===== src/rtl/bp_pkg.sv =====
package bp_pkg;
  localparam int unsigned MAX_CMP      = 4;
  localparam int unsigned CTRL_WIDX    = 0;
  localparam int unsigned CMP_BASE_WIDX = 2;
  localparam int unsigned CMP_AW       = 27;  // word address bits 28:2

  typedef enum logic [1:0] {
    MS_NONE = 2'b00,
    MS_LO   = 2'b01,
    MS_HI   = 2'b10,
    MS_BOTH = 2'b11
  } match_sel_e;
endpackage


===== src/rtl/bp_ctrl_reg.sv =====
module bp_ctrl_reg (
  input  logic       clk_i,
  input  logic       rst_ni,
  input  logic       wr_i,
  input  logic [1:0] wdata_i,
  output logic       en_o
);
  always_ff @(posedge clk_i or negedge rst_ni) begin
    if (!rst_ni)                 en_o <= 1'b0;
    else if (wr_i && wdata_i[1]) en_o <= wdata_i[0];
  end

  AST_CTRL_KEY_GUARD: assert property (@(posedge clk_i) disable iff (!rst_ni)
    (wr_i && !wdata_i[1]) |=> $stable(en_o));
endmodule


===== src/rtl/bp_comparator.sv =====
module bp_comparator
  import bp_pkg::*;
(
  input  logic              clk_i,
  input  logic              rst_ni,
  input  logic              wr_i,
  input  logic [1:0]        wsel_i,
  input  logic [CMP_AW-1:0] waddr_i,
  input  logic              wen_i,
  input  logic              unit_en_i,
  input  logic              fetch_valid_i,
  input  logic [CMP_AW-1:0] fetch_word_i,
  input  logic              fetch_hi_i,
  output logic              hit_o,
  output logic [31:0]       rdata_o
);
  match_sel_e        sel_q;
  logic [CMP_AW-1:0] addr_q;
  logic              en_q;
  logic              half_ok;

  always_ff @(posedge clk_i or negedge rst_ni) begin
    if (!rst_ni) begin
      sel_q  <= MS_NONE;
      addr_q <= '0;
      en_q   <= 1'b0;
    end else if (wr_i) begin
      sel_q  <= match_sel_e'(wsel_i);
      addr_q <= waddr_i;
      en_q   <= wen_i;
    end
  end

  always_comb begin
    unique case (sel_q)
      MS_LO:   half_ok = !fetch_hi_i;
      MS_HI:   half_ok = fetch_hi_i;
      MS_BOTH: half_ok = 1'b1;
      default: half_ok = 1'b0;
    endcase
  end

  assign hit_o   = unit_en_i && en_q && fetch_valid_i && half_ok && (fetch_word_i == addr_q);
  assign rdata_o = {sel_q, 1'b0, addr_q, 1'b0, en_q};

  AST_CMP_ADDR_LOAD: assert property (@(posedge clk_i) disable iff (!rst_ni)
    wr_i |=> (rdata_o[28:2] == $past(waddr_i)));
  AST_CMP_HIT_QUAL: assert property (@(posedge clk_i) disable iff (!rst_ni)
    hit_o |-> (rdata_o[0] && rdata_o[31:30] != 2'b00));
endmodule


===== src/rtl/bp_event.sv =====
module bp_event #(
  parameter int unsigned N = 4
) (
  input  logic         clk_i,
  input  logic         rst_ni,
  input  logic [N-1:0] hits_i,
  output logic         bkpt_o
);
  always_ff @(posedge clk_i or negedge rst_ni) begin
    if (!rst_ni) bkpt_o <= 1'b0;
    else         bkpt_o <= |hits_i;
  end

  AST_EVT_ONE_PER_HIT: assert property (@(posedge clk_i) disable iff (!rst_ni)
    (hits_i == '0) |=> !bkpt_o);
endmodule


===== src/rtl/bkpt_unit.sv =====
module bkpt_unit
  import bp_pkg::*;
#(
  parameter int unsigned NUM_CMP = 4,
  parameter int unsigned REG_AW  = 6
) (
  input  logic              clk_i,
  input  logic              rst_ni,
  input  logic              reg_wr_i,
  input  logic [REG_AW-1:0] reg_addr_i,
  input  logic [31:0]       reg_wdata_i,
  output logic [31:0]       reg_rdata_o,
  input  logic              fetch_valid_i,
  input  logic [31:0]       fetch_addr_i,
  output logic              bkpt_o
);
  localparam int unsigned IDX_W = REG_AW - 2;
  localparam logic [3:0]  NUM_FIELD = 4'(NUM_CMP);

  logic [IDX_W-1:0] widx;
  logic             unit_en;
  logic             ctrl_wr;
  logic [MAX_CMP-1:0] hits;
  logic [31:0]      cmp_rdata [MAX_CMP];
  logic             unused_bits;

  assign widx        = reg_addr_i[REG_AW-1:2];
  assign ctrl_wr     = reg_wr_i && (widx == IDX_W'(CTRL_WIDX));
  assign unused_bits = ^{fetch_addr_i[31:29], fetch_addr_i[0], reg_wdata_i[29], reg_wdata_i[1],
                         reg_wdata_i[27:2] == '0, reg_addr_i[1:0]};

  bp_ctrl_reg u_ctrl (
    .clk_i   (clk_i),
    .rst_ni  (rst_ni),
    .wr_i    (ctrl_wr),
    .wdata_i (reg_wdata_i[1:0]),
    .en_o    (unit_en)
  );

  for (genvar k = 0; k < MAX_CMP; k++) begin : g_cmp
    if (k < NUM_CMP) begin : g_on
      logic sel_wr;
      assign sel_wr = reg_wr_i && (widx == IDX_W'(CMP_BASE_WIDX + k));
      bp_comparator u_cmp (
        .clk_i         (clk_i),
        .rst_ni        (rst_ni),
        .wr_i          (sel_wr),
        .wsel_i        (reg_wdata_i[31:30]),
        .waddr_i       (reg_wdata_i[28:2]),
        .wen_i         (reg_wdata_i[0]),
        .unit_en_i     (unit_en),
        .fetch_valid_i (fetch_valid_i),
        .fetch_word_i  (fetch_addr_i[28:2]),
        .fetch_hi_i    (fetch_addr_i[1]),
        .hit_o         (hits[k]),
        .rdata_o       (cmp_rdata[k])
      );
    end else begin : g_off
      assign hits[k]      = 1'b0;
      assign cmp_rdata[k] = '0;
    end
  end

  bp_event #(.N(MAX_CMP)) u_evt (
    .clk_i  (clk_i),
    .rst_ni (rst_ni),
    .hits_i (hits),
    .bkpt_o (bkpt_o)
  );

  always_comb begin
    reg_rdata_o = '0;
    if (widx == IDX_W'(CTRL_WIDX)) begin
      reg_rdata_o = {24'h0, NUM_FIELD, 3'b000, unit_en};
    end else begin
      for (int k = 0; k < MAX_CMP; k++) begin
        if (widx == IDX_W'(CMP_BASE_WIDX + k)) reg_rdata_o = cmp_rdata[k];
      end
    end
  end

  AST_EVT_NEEDS_FETCH: assert property (@(posedge clk_i) disable iff (!rst_ni)
    bkpt_o |-> $past(fetch_valid_i));
  AST_EVT_NEEDS_UNIT_EN: assert property (@(posedge clk_i) disable iff (!rst_ni)
    bkpt_o |-> $past(unit_en));
endmodule


===== config.mk =====
export PLATFORM = sky130hd
export DESIGN_NAME = bkpt_unit
export DESIGN_NICKNAME = d
export VERILOG_FILES = /design/src/rtl/bp_pkg.sv /design/src/rtl/bp_ctrl_reg.sv /design/src/rtl/bp_comparator.sv /design/src/rtl/bp_event.sv /design/src/rtl/bkpt_unit.sv
export SDC_FILE = /design/constraint.sdc
export NUM_CORES = 1
export LEC_CHECK = 0
export BUFFER_PORTS_ARGS = -buffer_cell sky130_fd_sc_hd__buf_2
export CAP_MARGIN = 25
export CORE_AREA = 2 2 142 144
export CTS_CLUSTER_DIAMETER = 120
export DETAILED_ROUTE_END_ITERATION = 10
export DIE_AREA = 0 0 144 146
export PLACE_DENSITY = 0.5
export SETUP_SLACK_MARGIN = 0.3
export SYNTH_ARGS = -nofsm -noshare
export SYNTH_HDL_FRONTEND = slang
export SYNTH_SLANG_ARGS = --single-unit

===== constraint.sdc =====
create_clock -name clk_i -period 1.6 [get_ports clk_i]
set_clock_uncertainty 0.05 [all_clocks]
set_input_delay 0.08 -clock clk_i [delete_from_list [all_inputs] [get_ports clk_i]]
set_output_delay 0.08 -clock clk_i [all_outputs]
set_load 0.02 [all_outputs]

# Word level (Yosys, flattened, before mapping)
# Index checks and enable logic that the tools add are counted.
# Widths: inputs -> output; s select.
# word_totals
ff_bits,122
latchBits,0
ram_bits,0
rom_bits,0
input_bits,74
output_inout_bits,33
elab_cells,68
memories,0
# op_classes
add_sub_neg,0
n_mul,0
div_mod_pow,0
n_lt_le_gt_ge,0
eq_ne,20
shifts,0
muxes,9
bitwise_logic,0
reduce_logical,25
# ops
op,n
$mux 32,5
$eq 27x27->1,4
$logic_and 1x1->1,22
$eq 2x2->1 const B,8
$pmux 1 s3,4
$eq 2x1->1 const B,4
$eq 4x2->1 const B,2
$eq 4x3->1 const B,2
$logic_not 4->1,1
$reduce_or 4->1,1
$logic_not 1->1,1

# Logic depth before layout (Yosys ltp)
# depth
word_depth,6
depth_mapped,7
depth_no_buf,5

# By module
# Synthesis repeated with hierarchy kept, for this count alone.
# unflattened
cells_unflattened,660
area_unflattened_um2,7079.3
# modules_own_cells
mod,instances,cells_per_inst,area_per_inst_um2,seq_area_each_um2
bp_comparator,4,105,1442.6,750.7
bkpt_unit,1,235,1232.4,0.0
bp_ctrl_reg,1,3,43.8,25.0
bp_event,1,2,32.5,25.0

# Worst setup path after synthesis
# Ideal clock, no wire load.
# synth_path
kind,input -> output
from,input port reg_addr_i[2]
to,output port reg_rdata_o[2]
t_arrival_ns,1.519
t_required_ns,1.470
setup_slack_ns,-0.049
path_stages,5
n_path_buf,1
path_cell_list,nor4b_1 > clkbuf_1 > a221o_1 > o21ai_0 > a21oi_1
# synth_via
elab_chain_cells,6
elab_cells_between_ends,10
cone_classes,4 x eq/ne; 5 x mux; 1 x reduce/logical
# synth_lines
element,line_no,source
"start, declared",bkpt_unit.sv:10,"input logic [REG_AW-1:0] reg_addr_i,"
$eq 4x2->1,bkpt_unit.sv:77,if (widx == IDX_W'(CMP_BASE_WIDX + k)) reg_rdata_o = cmp_rdata[k];
$mux 32 (4 in series),bkpt_unit.sv:77,
$mux 32 (*),bkpt_unit.sv:73,if (widx == IDX_W'(CTRL_WIDX)) begin
"end, declared",bkpt_unit.sv:12,"output logic [31:0] reg_rdata_o,"
# Mark *: on every way between the ends. The rest lies on a longest branch, timed or not.

# Worst setup path after layout
# layout_path
from,register g_cmp[2].g_on.u_cmp.addr_q[4]
to,output port reg_rdata_o[6]
# layout_via
elab_chain_cells,3
# layout_lines
element,line_no,source
"start, declared",bp_comparator.sv:18,logic [CMP_AW-1:0] addr_q;
"start signal, assigned",bp_comparator.sv:29,addr_q <= waddr_i;
$mux 32 (2 in series),bkpt_unit.sv:77,
$mux 32,bkpt_unit.sv:73,
# No other way between the ends.

==> metrics.txt <==
first-pass GRT wire length 35.55 mm; Placed Cells 944; FF+latch count, synth 122; Post-DP HPWL 16.34 mm; CTS root buffer clkbuf_16; CP Launch Type flip-flop; CP required 1470 ps; Synth Instances 579; Routed Antenna Nets 0; clock share of power 0.357; setup TNS -2068 ps; Critical Path Fanout Max 2; DR WL/cell 23.87 um; H-tree levels 4; met2 GRT Util 0.3702; Synth-to-Final Area Change 50.42%; cell area after layout 10070 um2; Vias/cell 5.408; grt ovf 0; HP Class primary input to flip-flop; Worst Setup Path Type flip-flop to output port; number of global-route vias before repair 5809; I/O Pins 107; # fillers 1720; Worst-Skew Late Latency 430 ps; combinational share of power 0.271; Final Hold Vio Count 0; fin. max-slew vios 0; Max clock buf depth 2; sw frac 0.3015; Post-Layout Cell Count 1051; Max-Cap Viols 0; post-synth top area cell dfrtp_1; Area contributors post-synth dfrtp_1 46%, mux2_2 20%, xnor2_1 8.5%; switching power 3.655 mW; share of cells above drive strength 1 0.5509; min cycle time layout 1740 ps; met3 Use GR 0.04705; # clock sinks 122; Remaining DRCs 0; initial antenna violation count 0; total core area 19330 um2; Initial Util 0.3463; Setup WS post-layout -140.0 ps; fmax 574.7 MHz; nets 847; Die Ht 146 um; Clock transition at path regs 60 ps; total track usage 0.2290; met1 Usage GRT 0.3138; Most Crowded Layer GR met2; Placed Area 7938 um2; register area share after synthesis 0.4560; Max stage delay on crit path 400 ps; Worst Setup End Kind output port; VDD IR-drop max 707.1 uV; post-synth top area share 0.4560; Seq pwr share 0.372; # diodes 0; slowest CP cell dfrtp_1; pin count of the biggest net entering global routing 75; Mapped Area 6695 um2; width of the die 144 um; Arrival @ worst endpoint 1610 ps; Critical Path, Cell by Cell buf_6, nor2b_4, a211oi_2, buf_4, o21ai_2, buf_6; Avg Cell Area, Syn 11.56 um2; Netlist cell types 30; internal cell power 8.468 mW; final core occ 0.5209; most used cell, CP buf_6; Final setup viols 27; drt pass-1 iters 5; outcome complete, but fails checks; P_leak 4.344 nW; RSZ-0062 raised after global routing true; TritonCTS clock tree yes; TritonCTS Buffers 17; Buffers on Ports 97; WL final 25.08 mm; Synth Warn # 0; WHS 93.80 ps; drt first-iter violations 513; routability cong. 0.8924; failing checks negative setup slack; Tcrit/Tclk final 1.087; FP Rows 51; DIE AREA 21020 um2; via count 5684; pwr dens 1204 nW/um2
-- synthesized netlist by cell type, drive strengths merged --
master / n
nand4: 21
nor2b: 1
nand3: 2
clkbuf: 32
or3b: 1
a21oi: 50
nor3: 1
buf: 12
mux2i: 2
nor4b: 1
nor3b: 2
mux2: 121
xor2: 43
nand2b: 3
a221o: 26
nand2: 12
a221oi: 1
xnor2: 65
o2111ai: 3
dfrtp: 122
a211oi: 1
and2: 2
o21ai: 33
a31oi: 3
or4: 1
nor4: 17
conb: 1
-- cell families (layout without fill, tap and decap cells) --
family,count (synthesis),in the layout,synth area share
XOR/XNOR,108,108,0.1413
AO/OA/AOI/OAI,117,117,0.1101
multiplexers,123,123,0.2065
flip-flops,122,122,0.4560
buffers and inverters,44,250,0.02878
AND/OR/NAND/NOR,64,64,0.05681
other,1,2,0.0005601
-- path summary, 6_finish.rpt --
| path | slack [ps] | startpoint | cells after the start | end |
|---|---|---|---|---|
| worst max-delay path | -140 | g_cmp[2].g_on.u_cmp.addr_q[4] | 6 | reg_rdata_o[6] |
| worst min-delay path | 90 | reg_wr_i | 3 | u_ctrl.en_o |
| worst max register to register | -80 | g_cmp[3].g_on.u_cmp.addr_q[15] | 5 | u_evt.bkpt_o |
| worst min register to register | 490 | g_cmp[1].g_on.u_cmp.addr_q[20] | 1 | g_cmp[1].g_on.u_cmp.addr_q[20] |
| max in group asynchronous | 890 | rst_ni | 3 | g_cmp[3].g_on.u_cmp.addr_q[1] |
| min in group asynchronous | 150 | rst_ni | 3 | g_cmp[1].g_on.u_cmp.addr_q[1] |
-- registers in the layout, indices dropped and copies added (netlist names) --
| name | flops |
|---|---|
| g_cmp.g_on.u_cmp.en_q | 4 |
| u_ctrl.en_o | 1 |
| g_cmp.g_on.u_cmp.sel_q | 8 |
| u_evt.bkpt_o | 1 |
| g_cmp.g_on.u_cmp.addr_q | 108 |
-- what timing repair did --
| action | 4_1_cts | 5_1_grt |
|---|---|---|
| hold buffers | 33 | 0 |
| setup endpoints to repair | 33 | 83 |
| gates cloned | 1 | 8 |
| buffers inserted | 19 | 14 |
| hold endpoints to repair | 243 | 0 |
| gates resized for setup | 77 | 130 |
| pin swaps | 18 | 31 |
-- final cells by class --
cell class,instances,area [um2],area share
multi-input combinational,414,4024,0.3996
sequential,122,3053,0.3031
timing repair buffer,218,2002,0.1988
clock buffer,20,466.7,0.04634
tap,265,331.6,0.03292
clock inverter,12,193.9,0.01926
-- per-stage QoR --
stage / total power, mW / worst slack, ps
2_1_floorplan: 5.940 / 105.6
3_3_place_gp: 7.002 / -176.2
3_5_place_dp: 7.073 / -186.6
4_1_cts: 11.77 / -191.9
5_1_grt: 12.59 / -182.3
6_report: 12.12 / -140.0
-- cells in the final DEF (no fill, tap or decap), types with 3 or more instances in the layout --
| master | n |
|---|---|
| a221o_1 | 26 |
| o2111ai_1 | 3 |
| nand4_1 | 21 |
| dfrtp_1 | 122 |
| dlygate4sd3_1 | 33 |
| nor4_2 | 4 |
| nand2_2 | 3 |
| a31oi_4 | 3 |
| a21oi_2 | 49 |
| buf_8 | 4 |
| nand2_1 | 3 |
| clkbuf_8 | 3 |
| buf_4 | 66 |
| xnor2_2 | 6 |
| buf_6 | 30 |
| o21ai_2 | 16 |
| o21ai_1 | 16 |
| buf_2 | 63 |
| bufinv_16 | 5 |
| clkbuf_16 | 24 |
| clkinv_2 | 4 |
| mux2_2 | 98 |
| xnor2_1 | 59 |
| nand2_4 | 5 |
| mux2_4 | 21 |
| buf_12 | 14 |
| nand2b_1 | 3 |
| xor2_1 | 43 |
| nor4_1 | 13 |
-- critical path: cells and delay by family, from the launching register on --
kind	cells	cell delay (ps)
compound gates	2	260
simple gates	1	110
buf+inv	3	420
flops	1	400
-- per-layer routing --
layer  share of wire  wire [um]
met1            0.44      11110
met2            0.49      12290
met3           0.054       1350
met4           0.013        325
met5               0          0
-- power by group through the flow --
stage          logic (mW)  clock network [mW]  registers, mW
2_1_floorplan        1.60                   0           4.34
3_3_place_gp         2.53                   0           4.47
3_5_place_dp         2.57                   0           4.51
4_1_cts              2.95                4.37           4.45
5_1_grt              3.47                4.51           4.60
6_report             3.28                4.33           4.51
(Power assumes the default switching activity.)
